`src/rtl/owt_pkg.sv`:
```
package owt_pkg;

  localparam int unsigned RES_W = 3;

  typedef enum logic [1:0] {
    ST_IDLE   = 2'd0,
    ST_RD_ID  = 2'd1,
    ST_RD_CMP = 2'd2,
    ST_WR     = 2'd3
  } owt_state_e;

  localparam logic [RES_W-1:0] RES_NONE = 3'b011;

  // no device answered: both the bit and its complement float high
  function automatic logic owt_no_dev(input logic id_b, input logic cmp_b);
    return id_b & cmp_b;
  endfunction

  // forced branch when the bits differ, otherwise the caller's choice
  function automatic logic owt_pick_dir(input logic id_b, input logic cmp_b,
                                        input logic pref);
    return (id_b ^ cmp_b) ? id_b : pref;
  endfunction

  function automatic logic [RES_W-1:0] owt_code(input logic id_b,
                                                 input logic cmp_b,
                                                 input logic dir_b);
    return {dir_b, cmp_b, id_b};
  endfunction

endpackage

```
`src/rtl/owt_decide.sv`:
```
module owt_decide
  import owt_pkg::*;
(
  input  logic             id_i,
  input  logic             cmp_i,
  input  logic             pref_i,
  output logic             no_dev_o,
  output logic             dir_o,
  output logic [RES_W-1:0] code_o
);

  always_comb begin
    no_dev_o = owt_no_dev(id_i, cmp_i);
    dir_o    = owt_pick_dir(id_i, cmp_i, pref_i);
    code_o   = owt_code(id_i, cmp_i, dir_o);
  end

endmodule

```
`src/rtl/owt_seq.sv`:
```
module owt_seq
  import owt_pkg::*;
(
  input  logic             clk,
  input  logic             rst_n,
  input  logic             start_i,
  input  logic             pref_dir_i,
  input  logic             slot_done_i,
  input  logic             slot_rdata_i,
  input  logic             slot_tmo_i,
  input  logic             no_dev_i,
  input  logic             dir_i,
  input  logic [RES_W-1:0] code_i,
  output logic             id_q_o,
  output logic             pref_q_o,
  output logic             busy_o,
  output logic             slot_req_o,
  output logic             slot_rd_o,
  output logic             slot_wdata_o,
  output logic             done_o,
  output logic [RES_W-1:0] result_o
);

  owt_state_e       st_q;
  logic             id_q, pref_q, dir_q, done_q;
  logic [RES_W-1:0] code_q, res_q;

  // named events
  logic in_slot, ev_accept, ev_tmo, ev_id_rx, ev_cmp_rx, ev_nodev, ev_branch, ev_wr_ok;

  assign in_slot   = (st_q != ST_IDLE);
  assign ev_accept = (st_q == ST_IDLE) && start_i;
  assign ev_tmo    = in_slot && slot_tmo_i;
  assign ev_id_rx  = (st_q == ST_RD_ID)  && slot_done_i && !slot_tmo_i;
  assign ev_cmp_rx = (st_q == ST_RD_CMP) && slot_done_i && !slot_tmo_i;
  assign ev_nodev  = ev_cmp_rx && no_dev_i;
  assign ev_branch = ev_cmp_rx && !no_dev_i;
  assign ev_wr_ok  = (st_q == ST_WR) && slot_done_i && !slot_tmo_i;

  always_ff @(posedge clk) begin
    if (!rst_n) begin
      st_q   <= ST_IDLE;
      id_q   <= 1'b0;
      pref_q <= 1'b0;
      dir_q  <= 1'b0;
      code_q <= '0;
      res_q  <= '0;
      done_q <= 1'b0;
    end else begin
      done_q <= 1'b0;
      if (ev_accept) begin
        pref_q <= pref_dir_i;
        st_q   <= ST_RD_ID;
      end else if (ev_tmo) begin
        res_q  <= RES_NONE;
        done_q <= 1'b1;
        st_q   <= ST_IDLE;
      end else if (ev_id_rx) begin
        id_q <= slot_rdata_i;
        st_q <= ST_RD_CMP;
      end else if (ev_nodev) begin
        res_q  <= RES_NONE;
        done_q <= 1'b1;
        st_q   <= ST_IDLE;
      end else if (ev_branch) begin
        dir_q  <= dir_i;
        code_q <= code_i;
        st_q   <= ST_WR;
      end else if (ev_wr_ok) begin
        res_q  <= code_q;
        done_q <= 1'b1;
        st_q   <= ST_IDLE;
      end
    end
  end

  assign id_q_o       = id_q;
  assign pref_q_o     = pref_q;
  assign busy_o       = in_slot;
  assign slot_req_o   = in_slot;
  assign slot_rd_o    = in_slot && (st_q != ST_WR);
  assign slot_wdata_o = dir_q;
  assign done_o       = done_q;
  assign result_o     = res_q;

  // an accepted start opens with the ID read
  p_start_id_read_r2: assert property (@(posedge clk) disable iff (!rst_n)
    (!busy_o && start_i) |=> (busy_o && slot_req_o && slot_rd_o));

  // absent devices end the step without a write slot
  p_nodev_no_write_r4: assert property (@(posedge clk) disable iff (!rst_n)
    ev_nodev |=> (!slot_req_o && done_o && result_o == RES_NONE));

  // differing bits force the written direction to the ID bit
  p_forced_dir_r6: assert property (@(posedge clk) disable iff (!rst_n)
    (ev_cmp_rx && (id_q ^ slot_rdata_i)) |=> (slot_req_o && !slot_rd_o && slot_wdata_o == $past(id_q)));

  // timeout closes the step with the no-device code
  p_tmo_abort_r7: assert property (@(posedge clk) disable iff (!rst_n)
    (busy_o && slot_tmo_i) |=> (!slot_req_o && done_o && result_o == RES_NONE));

  // single-cycle done, result moves only with done
  p_done_pulse_r9: assert property (@(posedge clk) disable iff (!rst_n)
    done_o |=> !done_o);
  p_res_stable_r9: assert property (@(posedge clk) disable iff (!rst_n)
    !done_o |-> $stable(result_o));

  // a pending slot request is held unchanged
  p_req_hold_r10: assert property (@(posedge clk) disable iff (!rst_n)
    (slot_req_o && !slot_done_i && !slot_tmo_i) |=>
      (slot_req_o && $stable(slot_rd_o) && $stable(slot_wdata_o)));

endmodule

```
`src/rtl/owire_triplet.sv`:
```
module owire_triplet
  import owt_pkg::*;
(
  input  logic             clk,
  input  logic             rst_n,
  input  logic             start_i,
  input  logic             pref_dir_i,
  output logic             slot_req_o,
  output logic             slot_rd_o,
  output logic             slot_wdata_o,
  input  logic             slot_done_i,
  input  logic             slot_rdata_i,
  input  logic             slot_tmo_i,
  output logic             busy_o,
  output logic             done_o,
  output logic [RES_W-1:0] result_o
);

  logic             id_q, pref_q, no_dev, dir_w;
  logic [RES_W-1:0] code_w;

  // complement bit is taken live from the slot layer on its completion
  owt_decide u_decide (
    .id_i     (id_q),
    .cmp_i    (slot_rdata_i),
    .pref_i   (pref_q),
    .no_dev_o (no_dev),
    .dir_o    (dir_w),
    .code_o   (code_w)
  );

  owt_seq u_seq (
    .clk          (clk),
    .rst_n        (rst_n),
    .start_i      (start_i),
    .pref_dir_i   (pref_dir_i),
    .slot_done_i  (slot_done_i),
    .slot_rdata_i (slot_rdata_i),
    .slot_tmo_i   (slot_tmo_i),
    .no_dev_i     (no_dev),
    .dir_i        (dir_w),
    .code_i       (code_w),
    .id_q_o       (id_q),
    .pref_q_o     (pref_q),
    .busy_o       (busy_o),
    .slot_req_o   (slot_req_o),
    .slot_rd_o    (slot_rd_o),
    .slot_wdata_o (slot_wdata_o),
    .done_o       (done_o),
    .result_o     (result_o)
  );

endmodule

```
`config.mk`:
```
export PLATFORM = sky130hd
export DESIGN_NAME = owire_triplet
export DESIGN_NICKNAME = d
export VERILOG_FILES = /design/src/rtl/owt_pkg.sv /design/src/rtl/owt_decide.sv /design/src/rtl/owt_seq.sv /design/src/rtl/owire_triplet.sv
export SDC_FILE = /design/constraint.sdc
export NUM_CORES = 1
export LEC_CHECK = 0
export BUFFER_PORTS_ARGS = -buffer_cell sky130_fd_sc_hd__buf_4
export CORE_AREA = 2 2 39 41
export CTS_CLUSTER_DIAMETER = 200
export DETAILED_ROUTE_END_ITERATION = 7
export DIE_AREA = 0 0 41 43
export PLACE_DENSITY = 0.82
export SYNTH_ARGS = -nofsm -noshare
export SYNTH_HDL_FRONTEND = slang
export SYNTH_SLANG_ARGS = --single-unit
```
`constraint.sdc`:
```
create_clock -name clk -period 1.9 [get_ports clk]
set_input_delay 0.38 -clock clk [delete_from_list [all_inputs] [get_ports clk]]
set_output_delay 0.38 -clock clk [all_outputs]
set_load 0.05 [all_outputs]
```
Word level (Yosys, flattened, before mapping)
Index checks and enable logic that the tools add are counted.
{ "totals": {"rom_bits": 0, "ff_bits": 12, "n_memories": 0, "latchBits": 0, "ramBits": 0} }
{ "classes": {"shifts": 0, "n_div": 0, "n_mux": 17, "n_reduce_logical": 23, "bitwise_logic": 7, "multipliers": 0, "magnitude_cmp": 0, "addsub": 0, "eq_ne": 6} }
{ "op_table": {"columns": ["operator", "count"], "rows": [
  ["$mux W3", 5],
  ["$logic_and A1 B1 Y1", 11],
  ["$mux W1", 8],
  ["$mux W2", 4],
  ["$reduce_bool A6 Y1", 1],
  ["$not A1 Y1", 5],
  ["$reduce_and A5 Y1", 1],
  ["$eq A2 B2 Y1 const B", 2],
  ["$reduce_and A4 Y1", 1],
  ["$reduce_bool A4 Y1", 1],
  ["$ne A3 B1 Y1 const B", 1],
  ["$reduce_and A3 Y1", 1],
  ["$reduce_bool A3 Y1", 1],
  ["$reduce_or A3 Y1", 1],
  ["$eq A2 B1 Y1 const B", 1],
  ["$logic_not A1 Y1", 2],
  ["$logic_not A2 Y1", 1],
  ["$ne A2 B1 Y1 const B", 1],
  ["$ne A2 B2 Y1 const B", 1],
  ["$reduce_bool A2 Y1", 1],
  ["$reduce_or A2 Y1", 1],
  ["$and A1 B1 Y1", 1],
  ["$xor A1 B1 Y1", 1]
]} }

Logic depth before layout (Yosys ltp)
{ "depth": {"depth_word": 9, "mapped_depth": 6, "ltp_nobuf": 6} }

Hierarchy
Synthesis repeated with hierarchy kept, for this count alone.
{ "hier_totals": {"cells_unflattened": 73, "hier_area_um2": 684.4} }
{ "modules_own_cells": {"columns": ["module", "seq_area_each_um2", "n_inst", "area_each_um2", "cells_each"], "rows": [
  ["owt_seq", 240.2, 1, 634.4, 68],
  ["owt_decide", 0.0, 1, 50.0, 5]
]} }

Least setup slack after synthesis
Ideal clock, no wire load.
{ "synth_timing": {"path_type": "reg2out", "from": "register u_seq.st_q[0]", "to": "output port slot_req_o", "path_stages_with_launch": 5, "n_path_buf": 1, "t_arrival_ps": 1236, "setup_slack_ps": 284, "path_cell_list": "dfxtp_1 > inv_1 > ha_1 > inv_1 > buf_4"} }
{ "synth_via": {"elab_chain_cells": 1} }
{ "synth_rtl": {"columns": ["item", "line_no", "rtl"], "rows": [
  ["from (decl)", "owt_seq.sv:24", "owt_state_e st_q;"],
  ["from (signal assigned)", "owt_seq.sv:42", "st_q <= ST_IDLE;"],
  ["from (signal assigned)", "owt_seq.sv:53", "st_q <= ST_RD_ID;"],
  ["from (signal assigned)", "owt_seq.sv:57", "st_q <= ST_IDLE;"],
  ["$reduce_bool A2 Y1", "owt_seq.sv:31", "assign in_slot = (st_q != ST_IDLE);"],
  ["to (decl)", "owire_triplet.sv:8", "output logic slot_req_o,"]
]} }
Every way passes these cells.

Worst setup path after layout
{ "layout_timing": {"from": "register u_seq.st_q[1]", "to": "output port slot_req_o"} }
The elaborated chain is that of the path after synthesis.

==> run summary <==
Ys flop type -> dfxtp_1
Largest net degree at the start of global routing -> 15
Fillers -> 139
R2r startpoint -> u_seq.st_q[1]
Clk buf depth -> 2
Antenna viol nets, final -> 0
Slowest cell on the critical path -> dfxtp_1
Count of cells resized by post-cts repair -> 0
Vias in the first global route -> 476
Die Ht -> 43 um
First-iteration detailed-routing DRC count -> 22
Slew at the pin with the worst max-slew slack -> 0.3448 ns
Final Wtd Congestion -> 0.8831
Routing usage on met2 -> 25.62%
H-Tree Depth -> 1
Top post-synthesis cells by area -> dfxtp_1 36%, ha_1 10%, nand2_1 4.9%, o221a_2 3.7%, nor4_4 3.5%
Critical Path RT -> 1.52 ns
CTS buffer count -> 3
Post-synth cell types -> 31
Synth warnings -> 0
HPWL after DPL -> 966.3 um
Post-synth ARST share -> 0%
Post-DR vias/cell -> 5.429
Synthesized area -> 610.6 um2
CP Max Fanout -> 4
Io pins -> 15
Cell count after synthesis -> 66
First-pass GRT wire length -> 2.083 mm
Crit path launch type -> flip-flop
Worst reg-to-reg path cell count -> 6
Max Cap Viol -> 0
Max Freq -> 612.4 MHz
Global route overflow -> 0
Row count -> 14
PortBufs -> 14
Clock latency on the worst-skew pair -> 0.28 ns
Initial Utilization -> 44.12%
Pleak -> 0.3342 nW
Most common cell after layout, fill and taps aside -> buf_4
Yosys top cell area share -> 36.07%
Skew final -> 0.007510 ns
Max_slew headroom -> 76.84%
Pre-CTS WS -> 0.3434 ns
CTS tree -> yes
Vias -> 532
TNS Setup -> 0 ns
PnR Total Power -> 0.5386 mW
Final setup fails -> 0
Final worst slack -> 0.2671 ns
Setup crit end -> slot_req_o
R2R setup slack -> 0.30 ns
Yosys reg bits -> 11
Clock edge transition at the registers on the reported setup and hold paths -> 0.07 ns
Post-synth top area cell -> dfxtp_1
Drt wl/cell -> 12.49 um
RSZ-0062 raised after global routing -> false
Syn nets -> 78
Max incr delay on CP -> 0.39 ns
Wirelength, routed -> 1.224 mm
Met1 usage -> 23.05%
Path type of the worst setup path -> reg -> out
Diode count -> 0
CP startpoint -> u_seq.st_q[1]
Critical path cell sequence -> inv_1, ha_1, inv_1, buf_4
Final Hold Fails -> 0
GR peak layer -> met2
Pre-Repair DR Iteration Count -> 4
Area growth syn-to-layout -> 22.95%
EDFF count, synth -> 0
Final period util -> 85.94%
Power Density -> 717.4 nW/um2
Status -> complete, no violations
WP buf/inv -> 3
Share of cells above drive strength 1 -> 32.93%
Cell count along the critical path -> 4
Post-CTS Hold Buffers -> 0
Post-layout util -> 54.25%
Sequential-to-total area share from yosys stat -> 36.07%
CP top delay family -> flip-flops
VDD IR max -> 0.2868 mV
Fin nets -> 95
Die ar. -> 1763 um2
CP Data Arrival Time -> 1.25 ns
GRT Util Overall -> 17.82%
Hold Path Class -> in -> reg
Clock root cell -> clkbuf_4
Antenna violations before repair -> 0
Pins Over Slew Limit -> 0
Residual DRC count -> 0
Postcts setup bufs -> 0
Endpoint type of the worst setup path -> output pin
Worst path most repeated cell -> inv_1
Met3 usage -> 6.283%
Avg Inst Size Synth -> 9.251 um2
Core footprint -> 1384 um2
Min Tclk post-route -> 1.633 ns
CTS Sinks -> 11
Die Wd -> 41 um
Most frequent cells in the layout -> 14 x buf_4, 11 x dfxtp_1, 8 x nand2_1
RR Endpoint -> u_seq.code_q[2]
[cells by family after synthesis]
family / Yosys count / share of synthesized area [%]
simple gates: 29 / 29.51
compound gates: 14 / 17.21
flops: 11 / 36.07
buf+inv: 5 / 3.688
fa+ha+maj: 5 / 10.25
mux: 2 / 3.279
[through the flow]
step | cell area [um2] | hold slack (ns) | instances
final | 750.7 | 0.3649 | 98
after global routing | 750.7 | 0.3876 | 98
after CTS | 750.7 | 0.3605 | 98
after detailed placement | 724.4 | 0.4451 | 94
after global placement | 724.4 | 0.4500 | 94
after floorplan | 610.6 | 0.4286 | 66
[worst register-to-register path, delay by kind of cell (launching register included)]
kind	cells	cell delay (ns)
compound gates	1	0.14
flops	1	0.39
fa+ha+maj	1	0.22
buf+inv	1	0.09
simple gates	3	0.65
[report_power, final]
group | leakage (nW) | total (mW) | internal (mW) | switching (mW)
Clock | 0.0150 | 0.164 | 0.0814 | 0.0827
Sequential | 0.0893 | 0.244 | 0.239 | 0.00543
Combinational | 0.230 | 0.130 | 0.0476 | 0.0828
Total | 0.334 | 0.539 | 0.368 | 0.171
[worst min-delay path by stage]
stage	endpoint	slack (ns)	depth (start not counted)	from
3_5_place_dp	u_seq.code_q[0]	0.45	2	u_seq.code_q[0]
3_3_place_gp	u_seq.code_q[1]	0.45	2	u_seq.code_q[1]
2_1_floorplan	u_seq.code_q[0]	0.43	2	u_seq.code_q[0]
6_report	u_seq.pref_q_o	0.36	3	pref_dir_i
5_1_grt	u_seq.pref_q_o	0.39	3	pref_dir_i
4_1_cts	u_seq.pref_q_o	0.36	3	pref_dir_i
[final cells by class]
cell class	instances	area (um2)	share of cell area, %
multi-input combinational	50	367.9	49.00
tap	16	20.02	2.667
sequential	11	220.2	29.33
inverter	3	11.26	1.500
clock buffer	4	26.28	3.500
timing repair buffer	14	105.1	14.00
[synthesized netlist by cell type, drive strengths merged, types with 3 or more instances]
master	count
dfxtp	11
nand2	8
ha	5
o21ai	5
nand3	4
inv	3
nand2b	3
nand4	3
[sequential cells by signal (all words and copies together), names as in the netlist]
name	cells
u_seq.done_o	1
u_seq.code_q	3
u_seq.pref_q_o	1
u_seq.id_q_o	1
u_seq.result_o	3
u_seq.st_q	2
[routing by layer]
metal | vias up | routed length [um]
met5 | - | 0
met4 | 0 | 18
met3 | 3 | 68
met2 | 12 | 595
met1 | 250 | 542
li1 | 267 | -
(Power assumes the default switching activity.)
